<file path="config.mk">
export PLATFORM = sky130hd
export DESIGN_NAME = thermal_trip_ctrl
export DESIGN_NICKNAME = d
export VERILOG_FILES = /design/src/rtl/thermtrip_pkg.sv /design/src/rtl/tt_claim_flag.sv /design/src/rtl/tt_hyst_cmp.sv /design/src/rtl/tt_src_sel.sv /design/src/rtl/tt_regfile.sv /design/src/rtl/thermal_trip_ctrl.sv
export SDC_FILE = /design/constraint.sdc
export NUM_CORES = 1
export LEC_CHECK = 0
export BUFFER_PORTS_ARGS = -buffer_cell sky130_fd_sc_hd__buf_2
export CORE_MARGIN = 1.5
export CORE_UTILIZATION = 45
export CTS_BUF_LIST = sky130_fd_sc_hd__clkbuf_16
export CTS_CLUSTER_DIAMETER = 150
export DETAILED_ROUTE_END_ITERATION = 16
export PLACE_DENSITY_LB_ADDON = 0.2
export SETUP_SLACK_MARGIN = 0.3
export SYNTH_ARGS = -nofsm -noshare
export SYNTH_HDL_FRONTEND = slang
export SYNTH_SLANG_ARGS = --single-unit
</file>
<file path="constraint.sdc">
create_clock -name clk -period 7.8 [get_ports clk]
set_clock_uncertainty 0.15 [all_clocks]
set_input_delay 0.78 -clock clk [delete_from_list [all_inputs] [get_ports clk]]
set_output_delay 0.78 -clock clk [all_outputs]
set_load 0.01 [all_outputs]
</file>
<file path="src/rtl/thermtrip_pkg.sv">
package thermtrip_pkg;
  localparam int REG_ADDR_W = 2;

  typedef enum logic [REG_ADDR_W-1:0] {
    REG_THRESH = 2'd0,
    REG_CTRL   = 2'd1,
    REG_CLAIM  = 2'd2,
    REG_STAT   = 2'd3
  } reg_addr_e;

  localparam int STAT_TRIP_BIT = 0;
  localparam int STAT_SEL_BIT  = 1;
endpackage

</file>
<file path="src/rtl/tt_claim_flag.sv">
module tt_claim_flag (
  input  logic clk,
  input  logic rst,
  input  logic rd_hit_i,
  input  logic release_i,
  output logic in_use_o
);
  logic in_use_q;

  // Release has priority over the read that sets the flag
  always_ff @(posedge clk) begin
    if (rst)            in_use_q <= 1'b0;
    else if (release_i) in_use_q <= 1'b0;
    else if (rd_hit_i)  in_use_q <= 1'b1;
  end

  assign in_use_o = in_use_q;

  assert_release_clears_R9: assert property (@(posedge clk) disable iff (rst)
    release_i |=> !in_use_o);
  assert_read_claims_R7: assert property (@(posedge clk) disable iff (rst)
    (rd_hit_i && !release_i) |=> in_use_o);
  assert_idle_holds_R8: assert property (@(posedge clk) disable iff (rst)
    (!rd_hit_i && !release_i) |=> $stable(in_use_o));
endmodule

</file>
<file path="src/rtl/tt_hyst_cmp.sv">
module tt_hyst_cmp #(
  parameter int TEMP_W = 8,
  parameter int HYST_W = 4
) (
  input  logic              clk,
  input  logic              rst,
  input  logic [TEMP_W-1:0] temp_i,
  input  logic [TEMP_W-1:0] thresh_i,
  input  logic [HYST_W-1:0] hyst_i,
  output logic              trip_o
);
  localparam int EXT_W = TEMP_W + 1;

  logic             trip_q;
  logic             trip_d;
  logic [EXT_W-1:0] hold_sum;
  logic [EXT_W-1:0] thresh_ext;
  logic             at_or_above;
  logic             still_held;

  // Margin is added to the sample instead of subtracted from the threshold
  always_comb begin
    hold_sum    = EXT_W'(temp_i) + EXT_W'(hyst_i);
    thresh_ext  = EXT_W'(thresh_i);
    at_or_above = (temp_i >= thresh_i);
    still_held  = (hold_sum >= thresh_ext);
    trip_d      = trip_q ? still_held : at_or_above;
  end

  always_ff @(posedge clk) begin
    if (rst) trip_q <= 1'b0;
    else     trip_q <= trip_d;
  end

  assign trip_o = trip_q;

  assert_trip_sets_R2: assert property (@(posedge clk) disable iff (rst)
    (!trip_o && temp_i >= thresh_i) |=> trip_o);
  assert_rise_needs_reach_R2: assert property (@(posedge clk) disable iff (rst)
    (!trip_o && temp_i < thresh_i) |=> !trip_o);
  assert_release_point_R4: assert property (@(posedge clk) disable iff (rst)
    (trip_o && (EXT_W'(temp_i) + EXT_W'(hyst_i)) < EXT_W'(thresh_i)) |=> !trip_o);
  assert_zero_margin_R3: assert property (@(posedge clk) disable iff (rst)
    (trip_o && hyst_i == '0 && temp_i >= thresh_i) |=> trip_o);
endmodule

</file>
<file path="src/rtl/tt_src_sel.sv">
module tt_src_sel #(
  parameter int NUM_SRC = 2
) (
  input  logic               clk,
  input  logic               rst,
  input  logic [NUM_SRC-1:0] src_i,
  input  logic [$clog2(NUM_SRC)-1:0] sel_i,
  output logic               status_o
);
  logic status_q;

  always_ff @(posedge clk) begin
    if (rst) status_q <= 1'b0;
    else     status_q <= src_i[sel_i];
  end

  assign status_o = status_q;

  assert_src0_route_R5: assert property (@(posedge clk) disable iff (rst)
    (sel_i == '0) |=> status_o == $past(src_i[0]));
  assert_src_last_route_R5: assert property (@(posedge clk) disable iff (rst)
    (sel_i == ($clog2(NUM_SRC))'(NUM_SRC-1)) |=> status_o == $past(src_i[NUM_SRC-1]));
endmodule

</file>
<file path="src/rtl/tt_regfile.sv">
module tt_regfile
  import thermtrip_pkg::*;
#(
  parameter int TEMP_W     = 8,
  parameter int HYST_W     = 4,
  parameter int DATA_W     = 16,
  parameter int THRESH_RST = 100
) (
  input  logic                  clk,
  input  logic                  rst,
  input  logic [REG_ADDR_W-1:0] addr_i,
  input  logic                  wr_en_i,
  input  logic [DATA_W-1:0]     wr_data_i,
  input  logic                  rd_en_i,
  input  logic                  lock_i,
  input  logic                  in_use_i,
  input  logic                  trip_i,
  input  logic                  status_i,
  output logic [TEMP_W-1:0]     thresh_o,
  output logic [HYST_W-1:0]     hyst_o,
  output logic                  sel_o,
  output logic [DATA_W-1:0]     rd_data_o
);
  localparam int SEL_BIT = HYST_W;

  logic [TEMP_W-1:0] thresh_q;
  logic [HYST_W-1:0] hyst_q;
  logic              sel_q;
  logic [DATA_W-1:0] rd_data_q;
  logic [DATA_W-1:0] rd_mux;
  logic              wr_thresh;
  logic              wr_ctrl;

  assign wr_thresh = wr_en_i && (addr_i == REG_THRESH);
  assign wr_ctrl   = wr_en_i && (addr_i == REG_CTRL);

  always_ff @(posedge clk) begin
    if (rst) begin
      thresh_q <= TEMP_W'(THRESH_RST);
      hyst_q   <= '0;
      sel_q    <= 1'b0;
    end else begin
      if (wr_thresh) thresh_q <= wr_data_i[TEMP_W-1:0];
      if (wr_ctrl) begin
        hyst_q <= wr_data_i[HYST_W-1:0];
        if (!lock_i) sel_q <= wr_data_i[SEL_BIT];
      end
    end
  end

  always_comb begin
    rd_mux = '0;
    case (addr_i)
      REG_THRESH: rd_mux[TEMP_W-1:0] = thresh_q;
      REG_CTRL: begin
        rd_mux[HYST_W-1:0] = hyst_q;
        rd_mux[SEL_BIT]    = sel_q;
      end
      REG_CLAIM: rd_mux[0] = in_use_i;
      default: begin
        rd_mux[STAT_TRIP_BIT] = trip_i;
        rd_mux[STAT_SEL_BIT]  = status_i;
      end
    endcase
  end

  always_ff @(posedge clk) begin
    if (rst)          rd_data_q <= '0;
    else if (rd_en_i) rd_data_q <= rd_mux;
  end

  assign thresh_o  = thresh_q;
  assign hyst_o    = hyst_q;
  assign sel_o     = sel_q;
  assign rd_data_o = rd_data_q;

  assert_lock_freezes_sel_R6: assert property (@(posedge clk) disable iff (rst)
    lock_i |=> sel_o == $past(sel_o));
  assert_read_holds_R11: assert property (@(posedge clk) disable iff (rst)
    !rd_en_i |=> $stable(rd_data_o));
  assert_ctrl_write_hyst_R6: assert property (@(posedge clk) disable iff (rst)
    wr_ctrl |=> hyst_o == $past(wr_data_i[HYST_W-1:0]));
endmodule

</file>
<file path="src/rtl/thermal_trip_ctrl.sv">
module thermal_trip_ctrl
  import thermtrip_pkg::*;
#(
  parameter int TEMP_W     = 8,
  parameter int HYST_W     = 4,
  parameter int DATA_W     = 16,
  parameter int THRESH_RST = 100
) (
  input  logic                  clk,
  input  logic                  rst,
  input  logic [REG_ADDR_W-1:0] reg_addr_i,
  input  logic                  reg_wr_en_i,
  input  logic [DATA_W-1:0]     reg_wr_data_i,
  input  logic                  reg_rd_en_i,
  output logic [DATA_W-1:0]     reg_rd_data_o,
  input  logic [TEMP_W-1:0]     temp_i,
  input  logic                  cat_cmp_i,
  input  logic                  hot_cmp_i,
  input  logic                  sel_lock_i,
  output logic                  trip_o,
  output logic                  sel_status_o
);
  logic [TEMP_W-1:0] thresh;
  logic [HYST_W-1:0] hyst;
  logic              src_sel;
  logic              in_use;
  logic              claim_rd;
  logic              claim_release;
  logic              trip;
  logic              status;

  assign claim_rd      = reg_rd_en_i && (reg_addr_i == REG_CLAIM);
  assign claim_release = reg_wr_en_i && (reg_addr_i == REG_CLAIM) && reg_wr_data_i[0];

  tt_claim_flag claim_i (
    .clk      (clk),
    .rst      (rst),
    .rd_hit_i (claim_rd),
    .release_i(claim_release),
    .in_use_o (in_use)
  );

  tt_regfile #(
    .TEMP_W    (TEMP_W),
    .HYST_W    (HYST_W),
    .DATA_W    (DATA_W),
    .THRESH_RST(THRESH_RST)
  ) regs_i (
    .clk      (clk),
    .rst      (rst),
    .addr_i   (reg_addr_i),
    .wr_en_i  (reg_wr_en_i),
    .wr_data_i(reg_wr_data_i),
    .rd_en_i  (reg_rd_en_i),
    .lock_i   (sel_lock_i),
    .in_use_i (in_use),
    .trip_i   (trip),
    .status_i (status),
    .thresh_o (thresh),
    .hyst_o   (hyst),
    .sel_o    (src_sel),
    .rd_data_o(reg_rd_data_o)
  );

  tt_hyst_cmp #(
    .TEMP_W(TEMP_W),
    .HYST_W(HYST_W)
  ) cmp_i (
    .clk     (clk),
    .rst     (rst),
    .temp_i  (temp_i),
    .thresh_i(thresh),
    .hyst_i  (hyst),
    .trip_o  (trip)
  );

  tt_src_sel #(
    .NUM_SRC(2)
  ) mux_i (
    .clk     (clk),
    .rst     (rst),
    .src_i   ({hot_cmp_i, cat_cmp_i}),
    .sel_i   (src_sel),
    .status_o(status)
  );

  assign trip_o       = trip;
  assign sel_status_o = status;

  // claim accesses alone never move the routed status
  assert_claim_isolated_R10: assert property (@(posedge clk) disable iff (rst)
    (claim_rd || claim_release) && !reg_wr_en_i && !src_sel && $stable(cat_cmp_i)
      |=> sel_status_o == $past(cat_cmp_i));
endmodule

</file>
Word-level counts from Yosys, hierarchy flattened
Index checks and enable logic that the tools add are counted.

word-level totals
  flip-flop bits (word level) = 24
  bits of input ports = 33

cells by class
  $add $sub $neg = 1
  $lt $le $gt $ge = 3
  equal/unequal tests = 2
  multiplexer cells = 7
  bitwise operators = 1
  reduce and logical (&&, ||, !) cells = 8

operators by type and width
  operator                                              count
  adder 8 x 4 -> 9 bit                                  1
  greater-or-equal comparator 9 x 8 -> 1 bit            1
  greater-or-equal comparator 8 bit                     1
  one-hot mux 1 bit (3 select lines)                    2
  one-hot mux 3 bit (2 select lines)                    1
  logical AND 1 bit                                     5
  two-way mux 1 bit                                     3
  two-way mux 3 bit                                     1
  equality test 2 x 1 -> 1 bit (second input constant)  1
  equality test 2 bit (second input constant)           1
  zero test 2 bit                                       1
  < comparator 1 x 2 -> 1 bit (second input constant)   1
  AND reduction 2 bit                                   1
  OR reduction 2 bit                                    1
  inverter 1 bit                                        1

Logic depth before layout (Yosys ltp)
  word-level depth = 4
  gate-level depth with buffers = 11

Modules after synthesis
A second synthesis with hierarchy kept.

second synthesis, totals
  cell total of the unflattened synthesis = 181
  area, all modules = 1679.1 um2

modules (own cells, without submodules)
  module             instances  cells each  area an instance (um2)  sequential area each (um2)
  tt_regfile         1          96          957.2                   420.4
  tt_hyst_cmp        1          77          634.4                   20.0
  tt_claim_flag      1          3           33.8                    20.0
  tt_src_sel         1          3           33.8                    20.0
  thermal_trip_ctrl  1          2           20.0                    0.0

Least setup slack after synthesis
No wires, ideal clock.

  path type = input port to flip-flop
  start = in temp_i[0]
  end = reg cmp_i.trip_q (netlist: cmp_i.trip_o)
  setup time = 0.122 ns
  data arrival time = 2.753 ns
  slack = 4.776 ns
  stages = 11
  path buffers = 0
  cell sequence = ha_1 > inv_1 > fa_1 > nand2b_1 > a21oi_1 > nand3_1 > xnor2_1 > ha_1 > a21oi_1 > o221ai_1 > o32a_1

between the ends
  cells in the longest elaborated chain, start to end = 3

ends and longest elaborated chain
  item                                        RTL line                 RTL
  from (decl)                                 thermal_trip_ctrl.sv:16  input logic [TEMP_W-1:0] temp_i,
  adder 8 x 4 -> 9 bit                        tt_hyst_cmp.sv:23        hold_sum = EXT_W'(temp_i) + EXT_W'(hyst_i);
  greater-or-equal comparator 9 x 8 -> 1 bit  tt_hyst_cmp.sv:26        still_held = (hold_sum >= thresh_ext);
  two-way mux 1 bit (*)                       tt_hyst_cmp.sv:27        trip_d = trip_q ? still_held : at_or_above;
  to (signal assigned)                        tt_hyst_cmp.sv:32        else trip_q <= trip_d;
  to (decl)                                   tt_hyst_cmp.sv:14        logic trip_q;

Mark *: on every way between the ends. The rest lies on a longest branch, timed or not.
A chain may end at the register's enable or synchronous reset.

Worst setup path after layout
Ends and elaborated chain as after synthesis.

==> results by group <==
Synth
  • Number of storage elements in the synthesis netlist: 24
  • Share of Yosys cell area claimed by the top area cell type: 29.8%
  • Leading post-synthesis cells by cell area: sky130_fd_sc_hd__dfxtp_1 30%, sky130_fd_sc_hd__ha_1 16%, sky130_fd_sc_hd__mux2i_1 11%
  • Seq/Total Area, Yosys: 29.8%
  • Asr flop ratio synth: 0%
  • Ranking of synthesized cells by instance count: 24 x sky130_fd_sc_hd__dfxtp_1, 24 x sky130_fd_sc_hd__nor2_1, 20 x sky130_fd_sc_hd__ha_1
  • Post-synth EDFFs: 0
  • Yosys Warn Count: 0
  • Library cell with the largest summed area after synthesis: sky130_fd_sc_hd__dfxtp_1
  • Post-synth design cell area: 1610 µm²
  • Number of instances in the synthesized netlist: 182
  • Average size of a mapped cell: 8.86 µm²
  • Unique masters post-synth: 36
  • Top FF cell, synth: sky130_fd_sc_hd__dfxtp_1

Clocking
  • Number of buffers inserted for hold repair after clock tree synthesis: 0
  • Max H-tree Level: 1
  • Inserted Clock Buffers: 3
  • # resized after CTS: 0
  • Clock latency at the later pin of the worst-skew pair: 250 ps
  • Buffer levels on the longest clock path: 2
  • Setup bufs post-CTS: 0
  • Clock tree from TritonCTS: done
  • Worst-path clk slew: 60 ps
  • Clock tree sinks: 24
  • Clock tree root buffer cell: sky130_fd_sc_hd__clkbuf_16

Critical path
  • Endpoint arrival time on the critical path: 3090 ps
  • Type of destination of the critical path: register
  • Startpoint type of the worst setup path: primary input
  • Delay of the slowest critical-path stage: 410 ps
  • Worst reg-to-reg path cell count: 11
  • Critical-path top delay cell: sky130_fd_sc_hd__fa_1
  • Req. time, crit path: 7790 ps
  • Path type of the worst setup path: in2reg
  • Biggest fanout along the worst timing path: 3
  • List of cells traversed by the critical path: buf_2, ha_1, inv_1, fa_1, nand2b_1, a21oi_1, nand3_1, xnor2_1, ha_1, a21oi_1, o221ai_1, o32a_1

GRT
  • GR Overflow Total: 0
  • Initial antenna violation count: 0
  • Number of global-route vias before repair: 1314
  • Maximum number of pins on one net before global-route repair: 26
  • Global-route usage over all layers: 19.0%
  • Global-route wire length before repair: 6090 µm

Floorplanning
  • Core region area: 3390 µm²
  • Std cell rows: 21
  • Starting density of the core: 47.6%
  • Chip Width: 62.9 µm
  • I/O pin count: 51
  • Y dimension of the die: 62.9 µm
  • Total Die Area: 3950 µm²

Placement
  • Global placer's final weighted congestion: 0.827
  • Port bufs: 34
  • Detailed-placement wirelength estimate: 2740 µm

Final layout
  • Count of filler cells inserted in the layout: 341
  • Register area: 480 µm²
  • Combined area of the multi-input logic cells: 1000 µm²
  • Ant. Diodes: 0
  • Layout overhead on the synthesized area: 14.1%
  • Final core utilization: 54.3%
  • Layout Nets: 266
  • Proportion of layout cells with a drive suffix above 1: 19.0%

STA
  • RSZ-0062 raised after global routing: false
  • Final worst hold slack: 316 ps
  • Endpoints failing hold: 0
  • Total count of max-transition violations in the final report: 0
  • Final critical delay including setup and external delays: 3100 ps
  • Final number of setup-violating endpoints: 0
  • Post-route fraction of the period consumed by the critical path: 39.7%
  • Total Neg Setup Slack: 0 ps
  • Maximum frequency from static timing analysis: 323 MHz

Pwr
  • Power spent charging and discharging nets: 0.0000755 W
  • Peak supply drop: 0.119 mV
  • Leak pwr: 0.895 nW
  • Part of the total power dissipated in sequential elements: 44.4%
  • Sw Ratio: 25.5%
  • P per Cell Area: 161 nW/µm²
  • Cell Int Power: 0.000220 W
  • Clock power frac: 37.0%
  • Fraction of power consumed by combinational cells: 18.6%

Detailed routing
  • Iteration-0 DRC count of the detailed router: 46
  • Post-DR wirelength/cell: 13.3 µm
  • Overall via count from detail_route: 1335
  • DR vias/cell: 5.19
  • DRC violation count after routing: 0
  • Final wirelength: 3410 µm
  • Remaining antenna violation count: 0
  • First-pass detailed-route iteration total: 4

Worst hold path
  • Path category of the worst min-delay check: reg2reg
  • Cell depth of the worst hold path: 2

Job
  • Maxcap violations: 0

Status
  • Status: complete, no violations
==> layout make-up <==
class / instances / area share [%]
well taps: 46 / 3.13
inverters: 14 / 2.86
clock buffers: 3 / 4.08
clock inverters: 1 / 0.204
repair buffers: 34 / 9.25
multi-input cells: 135 / 54.4
flip-flops and latches: 24 / 26.1
==> state kept, by name, indices dropped and copies added (netlist names) <==
register,count
cmp_i.trip_o,1
regs_i.thresh_o,8
regs_i.hyst_o,4
regs_i.rd_data_o,8
claim_i.in_use_o,1
regs_i.sel_o,1
mux_i.status_o,1
==> layout by cell type, fill, tap and decap left out, drive strengths merged, types with 4 or more instances in the layout <==
master	count
nand3	6
inv	14
nor2b	4
nand2b	6
dfxtp	24
ha	20
o21ai	4
xnor2	4
a21oi	11
a211oi	5
buf	34
mux2i	17
nor2	25
conb	8
==> layer usage <==
layer | part of all wire [%] | track usage, % | wire, µm
met5 | 0 | 0 | 0
met1 | 45 | 24.5 | 1550
met2 | 49 | 31.6 | 1670
met4 | 0.56 | 4.72 | 19
met3 | 5.3 | 4.50 | 180
==> cell families (layout without fill, tap and decap cells) <==
family,after synthesis,in the layout,synth area share [%]
AO/OA/AOI/OAI,33,33,13.9
XOR/XNOR,5,5,2.72
adder cells (fa/ha/maj),21,21,16.8
buffers and inverters,30,52,9.77
flip-flops,24,24,29.8
multiplexers,18,18,11.9
other,1,8,0.233
AND/OR/NAND/NOR,50,50,14.9
==> worst max-delay path: cells and delay by family <==
kind,cells,cell delay [ps]
compound gates,4,840
buf+inv,2,150
simple gates,2,300
xor+xnor,1,140
fa+ha+maj,3,890
==> power by group through the flow <==
stage / clock network, W / registers [W] / logic (W)
after floorplan: 0 / 0.000134 / 0.0000403
after global placement: 0 / 0.000134 / 0.0000522
after detailed placement: 0 / 0.000134 / 0.0000548
after CTS: 0.000111 / 0.000131 / 0.0000551
after global routing: 0.000117 / 0.000132 / 0.0000636
final: 0.000109 / 0.000131 / 0.0000550
==> worst paths after layout <==
check | from | to | slack, ps
max | temp_i[0] | cmp_i.trip_o | 4700
min | regs_i.rd_data_o[7] | regs_i.rd_data_o[7] | 320
max reg2reg | regs_i.hyst_o[0] | cmp_i.trip_o | 4940
min reg2reg | regs_i.rd_data_o[7] | regs_i.rd_data_o[7] | 320
==> per-stage QoR <==
| step | cell area (µm²) | cells | setup WS [ps] | total power (W) |
|---|---|---|---|---|
| CTS | 1840 | 257 | 4710 | 0.000298 |
| finish | 1840 | 257 | 4700 | 0.000296 |
| global placement | 1760 | 253 | 4490 | 0.000186 |
| detailed placement | 1760 | 253 | 4450 | 0.000189 |
| global route | 1840 | 257 | 4560 | 0.000312 |
| floorplan | 1640 | 189 | 4780 | 0.000174 |
No activity file was read; power rests on OpenSTA's default activity.
